**src/rtl/spi_flag_pkg.sv**
```systemverilog
package spi_flag_pkg;
  localparam int BYTE_W = 8;
  localparam int RATE_W = 2;

  // status register bit positions (software decodes these)
  localparam int S_RXF   = 7;
  localparam int S_ERRIE = 6;
  localparam int S_OVF   = 5;
  localparam int S_MFLT  = 4;
  localparam int S_TXE   = 3;
  localparam int S_MFEN  = 2;

  // control register bit positions
  localparam int C_RXIE = 0;
  localparam int C_TXIE = 1;

  // flags that use the two-step clear
  localparam int N_CLR = 3;
  localparam int F_RXF = 0;
  localparam int F_OVF = 1;
  localparam int F_MF  = 2;

  typedef struct packed {
    logic rd_ctrl;
    logic rd_stat;
    logic rd_data;
    logic wr_ctrl;
    logic wr_stat;
    logic wr_data;
  } bus_ev_t;
endpackage

```
**src/rtl/spi_flag_busdec.sv**
```systemverilog
module spi_flag_busdec
  import spi_flag_pkg::*;
#(
  parameter int ADDR_W    = 2,
  parameter int CTRL_ADDR = 0,
  parameter int STAT_ADDR = 1,
  parameter int DATA_ADDR = 2
) (
  input  logic              bus_rd,
  input  logic              bus_wr,
  input  logic [ADDR_W-1:0] bus_addr,
  output bus_ev_t           ev
);
  localparam logic [ADDR_W-1:0] A_CTRL = ADDR_W'(CTRL_ADDR);
  localparam logic [ADDR_W-1:0] A_STAT = ADDR_W'(STAT_ADDR);
  localparam logic [ADDR_W-1:0] A_DATA = ADDR_W'(DATA_ADDR);

  always_comb begin
    ev.rd_ctrl = bus_rd && (bus_addr == A_CTRL);
    ev.rd_stat = bus_rd && (bus_addr == A_STAT);
    ev.rd_data = bus_rd && (bus_addr == A_DATA);
    ev.wr_ctrl = bus_wr && (bus_addr == A_CTRL);
    ev.wr_stat = bus_wr && (bus_addr == A_STAT);
    ev.wr_data = bus_wr && (bus_addr == A_DATA);
  end
endmodule

```
**src/rtl/spi_flag_cell.sv**
```systemverilog
module spi_flag_cell #(
  parameter logic RST_VAL = 1'b0
) (
  input  logic clk,
  input  logic rst,
  input  logic set_ev,
  input  logic snoop,
  input  logic consume,
  output logic flag,
  output logic armed
);
  always_ff @(posedge clk) begin
    if (rst) begin
      flag  <= RST_VAL;
      armed <= 1'b0;
    end else if (set_ev) begin
      flag  <= 1'b1;
      armed <= 1'b0;
    end else if (consume) begin
      if (armed) flag <= 1'b0;
      armed <= 1'b0;
    end else if (snoop && flag) begin
      armed <= 1'b1;
    end
  end

  assert_set_wins_R11: assert property (@(posedge clk) disable iff (rst)
    set_ev |=> flag) else $error("set event did not leave flag set");

  assert_no_unarmed_clear_R5: assert property (@(posedge clk) disable iff (rst)
    (flag && !armed) |=> flag) else $error("flag cleared without arming");

  assert_arm_needs_flag_R10: assert property (@(posedge clk) disable iff (rst)
    armed |-> flag) else $error("clear latch armed while flag clear");
endmodule

```
**src/rtl/spi_flag_rxbuf.sv**
```systemverilog
module spi_flag_rxbuf
  import spi_flag_pkg::*;
(
  input  logic              clk,
  input  logic              rst,
  input  logic              rx_done,
  input  logic [BYTE_W-1:0] rx_byte,
  input  logic              rxf,
  input  logic              rxf_clearing,
  output logic              accept,
  output logic              ovf_ev,
  output logic [BYTE_W-1:0] rx_data
);
  assign accept = rx_done && (!rxf || rxf_clearing);
  assign ovf_ev = rx_done && !accept;

  always_ff @(posedge clk) begin
    if (rst)         rx_data <= '0;
    else if (accept) rx_data <= rx_byte;
  end

  assert_keep_old_byte_R4: assert property (@(posedge clk) disable iff (rst)
    (rx_done && rxf && !rxf_clearing) |=> $stable(rx_data))
    else $error("held byte overwritten on overflow");

  assert_store_byte_R3: assert property (@(posedge clk) disable iff (rst)
    (rx_done && !rxf) |=> (rx_data == $past(rx_byte)))
    else $error("received byte not stored");
endmodule

```
**src/rtl/spi_flag_mfdet.sv**
```systemverilog
module spi_flag_mfdet (
  input  logic clk,
  input  logic rst,
  input  logic mf_en,
  input  logic is_master,
  input  logic ss_level,
  input  logic xfer_active,
  output logic mf_ev
);
  logic ss_q;

  always_ff @(posedge clk) begin
    if (rst) ss_q <= 1'b1;
    else     ss_q <= ss_level;
  end

  always_comb begin
    if (!mf_en)         mf_ev = 1'b0;
    else if (is_master) mf_ev = !ss_level;
    else                mf_ev = xfer_active && ss_level && !ss_q;
  end
endmodule

```
**src/rtl/spi_flag_ctl.sv**
```systemverilog
module spi_flag_ctl
  import spi_flag_pkg::*;
#(
  parameter int ADDR_W    = 2,
  parameter int CTRL_ADDR = 0,
  parameter int STAT_ADDR = 1,
  parameter int DATA_ADDR = 2
) (
  input  logic              clk,
  input  logic              rst,
  input  logic              ev_rx_done,
  input  logic [7:0]        rx_byte,
  input  logic              ev_tx_load,
  input  logic              ss_level,
  input  logic              is_master,
  input  logic              xfer_active,
  input  logic              bus_rd,
  input  logic              bus_wr,
  input  logic [ADDR_W-1:0] bus_addr,
  input  logic [7:0]        bus_wdata,
  output logic [7:0]        bus_rdata,
  output logic              irq_rx,
  output logic              irq_tx,
  output logic              irq_err,
  output logic              rx_hold
);
  bus_ev_t             ev;
  logic [N_CLR-1:0]    set_v, cons_v, flag_v, arm_v;
  logic                accept, ovf_ev, mf_ev;
  logic [BYTE_W-1:0]   rx_data, stat_word, ctrl_word, rd_mux;
  logic                txe, errie, mfen, rxie, txie;
  logic [RATE_W-1:0]   rate;
  logic                unused_wdata;

  assign unused_wdata = &{1'b0, bus_wdata[7], bus_wdata[5:3]};

  spi_flag_busdec #(
    .ADDR_W(ADDR_W), .CTRL_ADDR(CTRL_ADDR),
    .STAT_ADDR(STAT_ADDR), .DATA_ADDR(DATA_ADDR)
  ) dec_i (
    .bus_rd(bus_rd), .bus_wr(bus_wr), .bus_addr(bus_addr), .ev(ev)
  );

  spi_flag_rxbuf rxbuf_i (
    .clk(clk), .rst(rst), .rx_done(ev_rx_done), .rx_byte(rx_byte),
    .rxf(flag_v[F_RXF]), .rxf_clearing(arm_v[F_RXF] && ev.rd_data),
    .accept(accept), .ovf_ev(ovf_ev), .rx_data(rx_data)
  );

  spi_flag_mfdet mfdet_i (
    .clk(clk), .rst(rst), .mf_en(mfen), .is_master(is_master),
    .ss_level(ss_level), .xfer_active(xfer_active), .mf_ev(mf_ev)
  );

  assign set_v[F_RXF]  = accept;
  assign set_v[F_OVF]  = ovf_ev;
  assign set_v[F_MF]   = mf_ev;
  assign cons_v[F_RXF] = ev.rd_data;
  assign cons_v[F_OVF] = ev.rd_data;
  assign cons_v[F_MF]  = ev.wr_ctrl;

  for (genvar g = 0; g < N_CLR; g++) begin : g_flag
    spi_flag_cell #(.RST_VAL(1'b0)) cell_i (
      .clk(clk), .rst(rst), .set_ev(set_v[g]), .snoop(ev.rd_stat),
      .consume(cons_v[g]), .flag(flag_v[g]), .armed(arm_v[g])
    );
  end

  // transmit-empty: single-step clear, set wins
  always_ff @(posedge clk) begin
    if (rst)             txe <= 1'b1;
    else if (ev_tx_load) txe <= 1'b1;
    else if (ev.wr_data) txe <= 1'b0;
  end

  // writable configuration bits
  always_ff @(posedge clk) begin
    if (rst) begin
      errie <= 1'b0;
      mfen  <= 1'b0;
      rate  <= '0;
      rxie  <= 1'b0;
      txie  <= 1'b0;
    end else begin
      if (ev.wr_stat) begin
        errie <= bus_wdata[S_ERRIE];
        mfen  <= bus_wdata[S_MFEN];
        rate  <= bus_wdata[RATE_W-1:0];
      end
      if (ev.wr_ctrl) begin
        rxie <= bus_wdata[C_RXIE];
        txie <= bus_wdata[C_TXIE];
      end
    end
  end

  always_comb begin
    stat_word               = '0;
    stat_word[S_RXF]        = flag_v[F_RXF];
    stat_word[S_ERRIE]      = errie;
    stat_word[S_OVF]        = flag_v[F_OVF];
    stat_word[S_MFLT]       = flag_v[F_MF];
    stat_word[S_TXE]        = txe;
    stat_word[S_MFEN]       = mfen;
    stat_word[RATE_W-1:0]   = rate;
    ctrl_word               = '0;
    ctrl_word[C_RXIE]       = rxie;
    ctrl_word[C_TXIE]       = txie;
    if (ev.rd_ctrl)      rd_mux = ctrl_word;
    else if (ev.rd_stat) rd_mux = stat_word;
    else if (ev.rd_data) rd_mux = rx_data;
    else                 rd_mux = '0;
  end

  always_ff @(posedge clk) begin
    if (rst)         bus_rdata <= '0;
    else if (bus_rd) bus_rdata <= rd_mux;
  end

  assign irq_rx  = flag_v[F_RXF] && rxie;
  assign irq_tx  = txe && txie;
  assign irq_err = errie && (flag_v[F_OVF] || flag_v[F_MF]);
  assign rx_hold = flag_v[F_RXF];

  assert_tx_load_sets_R9: assert property (@(posedge clk) disable iff (rst)
    ev_tx_load |=> irq_tx || !txie) else $error("transmit-empty not set");

  assert_mf_gated_R7: assert property (@(posedge clk) disable iff (rst)
    (!mfen && !flag_v[F_MF]) |=> !flag_v[F_MF]) else $error("mode-fault set while disabled");

  assert_write_no_flag_R12: assert property (@(posedge clk) disable iff (rst)
    (bus_wr && !ev_rx_done && !rx_hold) |=> !rx_hold) else $error("bus write set receive-full");

  assert_ovf_hold_R4: assert property (@(posedge clk) disable iff (rst)
    ovf_ev |=> flag_v[F_OVF] && rx_hold) else $error("overflow not flagged");
endmodule

```
**config.mk**
```make
export PLATFORM = sky130hd
export DESIGN_NAME = spi_flag_ctl
export DESIGN_NICKNAME = d
export VERILOG_FILES = /design/src/rtl/spi_flag_pkg.sv /design/src/rtl/spi_flag_busdec.sv /design/src/rtl/spi_flag_cell.sv /design/src/rtl/spi_flag_rxbuf.sv /design/src/rtl/spi_flag_mfdet.sv /design/src/rtl/spi_flag_ctl.sv
export SDC_FILE = /design/constraint.sdc
export NUM_CORES = 1
export LEC_CHECK = 0
export BUFFER_PORTS_ARGS = -buffer_cell sky130_fd_sc_hd__buf_2
export CAP_MARGIN = 25
export CORE_MARGIN = 2
export CORE_UTILIZATION = 35
export CTS_CLUSTER_DIAMETER = 30
export CTS_CLUSTER_SIZE = 25
export DETAILED_ROUTE_END_ITERATION = 8
export PLACE_DENSITY = 0.63
export SYNTH_ARGS = -nofsm -noshare
export SYNTH_HDL_FRONTEND = slang
export SYNTH_HIERARCHICAL = 1
export SYNTH_SLANG_ARGS = --single-unit
```
**constraint.sdc**
```tcl
create_clock -name clk -period 1.74 [get_ports clk]
set_input_delay 0.087 -clock clk [delete_from_list [all_inputs] [get_ports clk]]
set_output_delay 0.087 -clock clk [all_outputs]
set_load 0.02 [all_outputs]
```
Yosys cells after proc, flatten, opt, wreduce, memory -nomap -nowiden. Index checks and enable logic that the tools add are counted.

Register bits after elaboration: 30. Output and inout port bits: 12. Logic and storage cells: 68.

Eq/ne operators: 2. Multiplexer cells: 14. Reduce and logical (&&, ||, !) cells: 37.

Operators by type and width (count): 8-bit 2-to-1 mux (3); 1-bit logical AND (17); 2-bit nonzero test (6); 1-bit 2-to-1 mux (11); 3-bit OR reduction (3); 2-bit AND reduction (3); 1-bit logical NOT (4); 2-bit by 1-bit equality test with 1-bit output, second input constant (1); 2-bit equality test, second input constant (1); 2-bit logical NOT (1); 1-bit logical OR (2); 2-bit OR reduction (1).

Depth between registers and ports, before layout.
Word-level depth: 9. Gate-level depth with buffers: 7. Gate-level depth less buffers: 6.

Cells and area by module. Netlist, hierarchy kept.

Modules (own cells, without submodules): spi_flag_ctl (times used 1, cells an instance 69, area an instance 688.2 um2, sequential area each 300.3 um2); spi_flag_rxbuf (times used 1, cells an instance 37, area an instance 390.4 um2, sequential area each 160.2 um2); spi_flag_cell (times used 3, cells an instance 7, area an instance 73.8 um2, sequential area each 40.0 um2); spi_flag_mfdet (times used 1, cells an instance 5, area an instance 53.8 um2, sequential area each 20.0 um2); spi_flag_busdec (times used 1, cells an instance 6, area an instance 50.0 um2, sequential area each 0.0 um2).

Worst setup path after synthesis. Ideal clock, no wire load.

Path kind: input-to-reg. Start point: input bus_addr[0]. End point: register g_flag[0].cell_i.flag. Arrival: 1186 ps. Slack: 466 ps. Cell stages on the path: 7. Buffers on the path: 1. Cells stage by stage: and3b_1 > and2_1 > inv_1 > a21boi_4 > buf_8 > nor2_1 > a311oi_2.

Cells in the longest elaborated chain, start to end: 7. Elaborated cells on any way between the ends: 9. Classes of those cells: 1 x eq/ne; 1 x mux; 7 x reduce/logical.

RTL lines: from (decl) (line spi_flag_ctl.sv:19) `input logic [ADDR_W-1:0] bus_addr,`; 2-bit equality test (*) (line spi_flag_busdec.sv:21) `ev.rd_data = bus_rd && (bus_addr == A_DATA);`; 1-bit logical AND (*) (line spi_flag_busdec.sv:21); 1-bit logical AND (*) (line spi_flag_ctl.sv:46) `.rxf(flag_v[F_RXF]), .rxf_clearing(arm_v[F_RXF] && ev.rd_data),`; 1-bit logical OR (*) (line spi_flag_rxbuf.sv:14) `assign accept = rx_done && (!rxf || rxf_clearing);`; 1-bit logical AND (*) (line spi_flag_rxbuf.sv:14); net accept (line spi_flag_ctl.sv:29) `logic accept, ovf_ev, mf_ev;`; 2-bit nonzero test (no source line); 2-bit AND reduction (no source line); to (signal assigned) (line spi_flag_cell.sv:14) `flag <= RST_VAL;`; to (signal assigned) (line spi_flag_cell.sv:17) `flag <= 1'b1;`; to (signal assigned) (line spi_flag_cell.sv:20) `if (armed) flag <= 1'b0;`; to (decl) (line spi_flag_cell.sv:9) `output logic flag,`.

Mark *: on every way through the listed nets, which the timed path passes. The rest lies on a longest branch. A chain may end at the register's enable or synchronous reset.

Worst setup path after layout.
Start point: register g_flag[0].cell_i.armed. End point: register rxbuf_i.rx_data[1].

Cells in the longest elaborated chain, start to end: 3.

RTL lines: from (decl) (line spi_flag_cell.sv:10) `output logic armed`; from (signal assigned) (line spi_flag_cell.sv:15) `armed <= 1'b0;`; from (signal assigned) (line spi_flag_cell.sv:18) `armed <= 1'b0;`; from (signal assigned) (line spi_flag_cell.sv:21) `armed <= 1'b0;`; 1-bit logical AND (line spi_flag_ctl.sv:46); 1-bit logical OR (line spi_flag_rxbuf.sv:14); 1-bit logical AND (line spi_flag_rxbuf.sv:14); net accept (line spi_flag_ctl.sv:29); to (signal assigned) (line spi_flag_rxbuf.sv:19) `else if (accept) rx_data <= rx_byte;`; to (decl) (line spi_flag_rxbuf.sv:12) `output logic [BYTE_W-1:0] rx_data`.

The timed path passes the listed nets, and every way through them passes these cells.

==> metrics.md <==
| Metric | Value |
|---|---|
| Dpl cells | `222` |
| Die height | `67.3 um` |
| Worst slew pin tran | `0.581 ns` |
| Maximum vdd drop | `0.594 mV` |
| Routed Antenna Nets | `0` |
| Status | `complete, no violations` |
| Std cell rows | `23` |
| Synthesized Nets | `165` |
| Post-route worst setup slack | `0.472 ns` |
| Fillers | `385` |
| Vias in the first global route | `1036` |
| Pin count of the biggest net entering global routing | `35` |
| Final wirelength | `2960 um` |
| Setup TNS | `0 ns` |
| Root Driver | `clkbuf_8` |
| Synthesized flop and latch total | `30` |
| Antenna violations before repair | `0` |
| Die area | `4530 um2` |
| GRT Util Overall | `14.3%` |
| Avg WL per Cell | `12.9 um` |
| Avg Synthesized Cell Area | `10.2 um2` |
| Critical path fanouts, max | `7` |
| Setup crit end kind | `flop` |
| Place WS | `0.218 ns` |
| Total Power | `1.52 mW` |
| Buffers on Ports | `34` |
| Unrepaired setup endpoints after global routing | `no` |
| Worst EP required | `1.95 ns` |
| CP max stage delay | `0.36 ns` |
| CTS sink cnt | `30` |
| Post-layout util | `43.9%` |
| Worst Hold Slack | `0.00558 ns` |
| Max clock buf depth | `2` |
| Gr ovfl total | `0` |
| CP startpoint kind | `flop` |
| Simple-gate share of the synthesized area | `23.3%` |
| Vias per cell | `4.81` |
| Final worst-path cycle share | `72.8%` |
| Slowest CP cell | `dfxtp_1` |
| Cell Area, Placed | `1630 um2` |
| TritonCTS clock tree | `done` |
| Final min period | `1.27 ns` |
| Number of CTS-inserted buffers | `5` |
| Layout area overhead | `23.2%` |
| Ys Warns | `6` |
| Largest family of logic cells by synthesized area | `simple AND/OR/NAND/NOR gates` |
| Diode count | `0` |
| Mux contribution to synthesized area | `9.98%` |
| Design Area, Final | `1730 um2` |
| Clk_lat worst skew | `0.28 ns` |
| Fraction of layout cells with a size suffix above 1 | `33.3%` |
| Max-capacitance violation count | `0` |
| Pre-antenna DRT Iters | `4` |
| HP Class | `input port to flop` |
| Top Ports | `39` |
| Adder-cell share of the synthesized area | `0%` |
| First-pass GRT wire length | `4640 um` |
| Area leader, netlist | `dfxtp_1` |
| Core Box Area | `3940 um2` |
| Final net count | `206` |
| Mapped Area | `1400 um2` |
| Non-Filler Instances | `230` |
| Critical-path cell list | `and2_1 > inv_1 > a21boi_4 > buf_4 > mux2i_1` |
| Detailed-route DRC error count | `0` |
| Setup-failing EPs final | `0` |
| Top cells by area, synth | `dfxtp_1, mux2i_1, nand2b_1` |
| Die width | `67.3 um` |
| Syn Inst Count | `138` |
| Top-area cell type share of the netlist area | `42.8%` |
| PwrDens | `878 nW/um2` |
| Starting Density | `35.6%` |
| RePlAce Congestion | `0.770` |
| H-tree depth | `2` |
| # hold bufs at CTS | `0` |
| Post-synthesis sequential area ratio | `42.8%` |
| Routed vias | `1107` |
| Leakage dissipation | `0.725 nW` |
| Post-CTS Setup Repair Bufs | `0` |
| WP data arrival | `1.48 ns` |
| XOR/XNOR Fraction of Synth Area | `0%` |
| CP Class | `flop to flop` |
| Detailed placement HPWL | `2200 um` |
| Max Slew Vio Count | `0` |
| Post-CTS resize count | `0` |
| Multi-input logic area | `737 um2` |
| DRT iter0 DRCs | `44` |
| Cell variety after synth | `34` |
| Clk slew on worst S/H paths | `0.07 ns` |
| Synth Area in Compound Gates | `19.3%` |
| Max frequency | `789 MHz` |
| Slew headroom | `61.3%` |
| Register area | `601 um2` |
| Worst Skew | `0.00431 ns` |
| Final hold violation count | `0` |
-- synth_stat cells (all sizes together) --
cell type and n:
and3 1, nor4 3, nor2b 1, or2 1, a221oi 2, a31oi 2, a21oi 8, nor2 10
nand2b 19, a22oi 4, nand2 2, buf 5, mux2i 14, a21boi 1, clkbuf 1, and3b 4
and4bb 1, nor3b 2, nand3b 2, and2 3, o21a 2, o21ai 7, and2b 3, dfxtp 30
inv 5, a311oi 3, o32ai 2
-- layout make-up --
cell class                 instances  area share, %
sequential                        30           34.7
timing repair buffer              40           12.4
tap                               50           3.62
inverter                           5           1.09
multi-input combinational         97           42.6
clock inverter                     2          0.724
clock buffer                       6           4.78
-- flip-flops by register name, indices dropped and copies added (netlist names) --
name / count
bus_rdata: 8
errie: 1
g_flag.cell_i/armed: 3
g_flag.cell_i/flag: 3
mfdet_i/ss_q: 1
mfen: 1
rate: 2
rxbuf_i/rx_data: 8
rxie: 1
txe: 1
txie: 1
-- path summary, 6_finish.rpt --
check,from,to,slack (ns),cells after the start
setup / recovery,g_flag[0].cell_i/armed$_SDFFE_PP0P_,rxbuf_i/rx_data[1]$_SDFFE_PP0P_,0.47,5
hold / removal,ev_tx_load,txe$_SDFFE_PP1P_,0.006,3
setup reg to reg,g_flag[0].cell_i/armed$_SDFFE_PP0P_,rxbuf_i/rx_data[1]$_SDFFE_PP0P_,0.47,5
hold reg to reg,rxbuf_i/rx_data[2]$_SDFFE_PP0P_,rxbuf_i/rx_data[2]$_SDFFE_PP0P_,0.49,2
-- power breakdown --
part	total, mW	internal, mW	switching (mW)
clock network	0.586	0.317	0.269
logic	0.189	0.0900	0.0989
registers	0.744	0.720	0.0243
-- per-layer routing --
layer	track usage [%]	vias up	routed length, um
met2	23.1	22	1390
met1	16.8	510	1390
met5	0	-	0
met3	5.00	4	125
li1	-	571	-
met4	6.89	0	52
-- cells by family after synthesis --
| logic type | count (synthesis) |
|---|---|
| simple gates | 52 |
| buf+inv | 11 |
| compound gates | 31 |
| mux | 14 |
| flops | 30 |
-- worst max-delay path: cells and delay by family, from the launching register on --
family	cells	cell delay, ns
muxes	1	0.21
buffers and inverters	2	0.29
AOI/OAI and AO/OA	1	0.20
DFF	1	0.36
and+or+nand+nor	1	0.14
-- cell usage in the layout (no fill, tap or decap), drive strengths merged --
cell type	netlist	routed
buf	5	40
dfxtp	30	30
nand2b	19	19
mux2i	14	14
nor2	10	10
a21oi	8	8
o21ai	7	7
clkbuf	1	6
inv	5	5
a22oi	4	4
and3b	4	4
and2	3	3
a311oi	3	3
nor4	3	3
and2b	3	3
o21a	2	2
nand3b	2	2
nand2	2	2
a31oi	2	2
a221oi	2	2
o32ai	2	2
nor3b	2	2
nor2b	1	1
clkinv	0	1
clkinvlp	0	1
and4bb	1	1
or2	1	1
a21boi	1	1
and3	1	1
(Power assumes the default switching activity.)
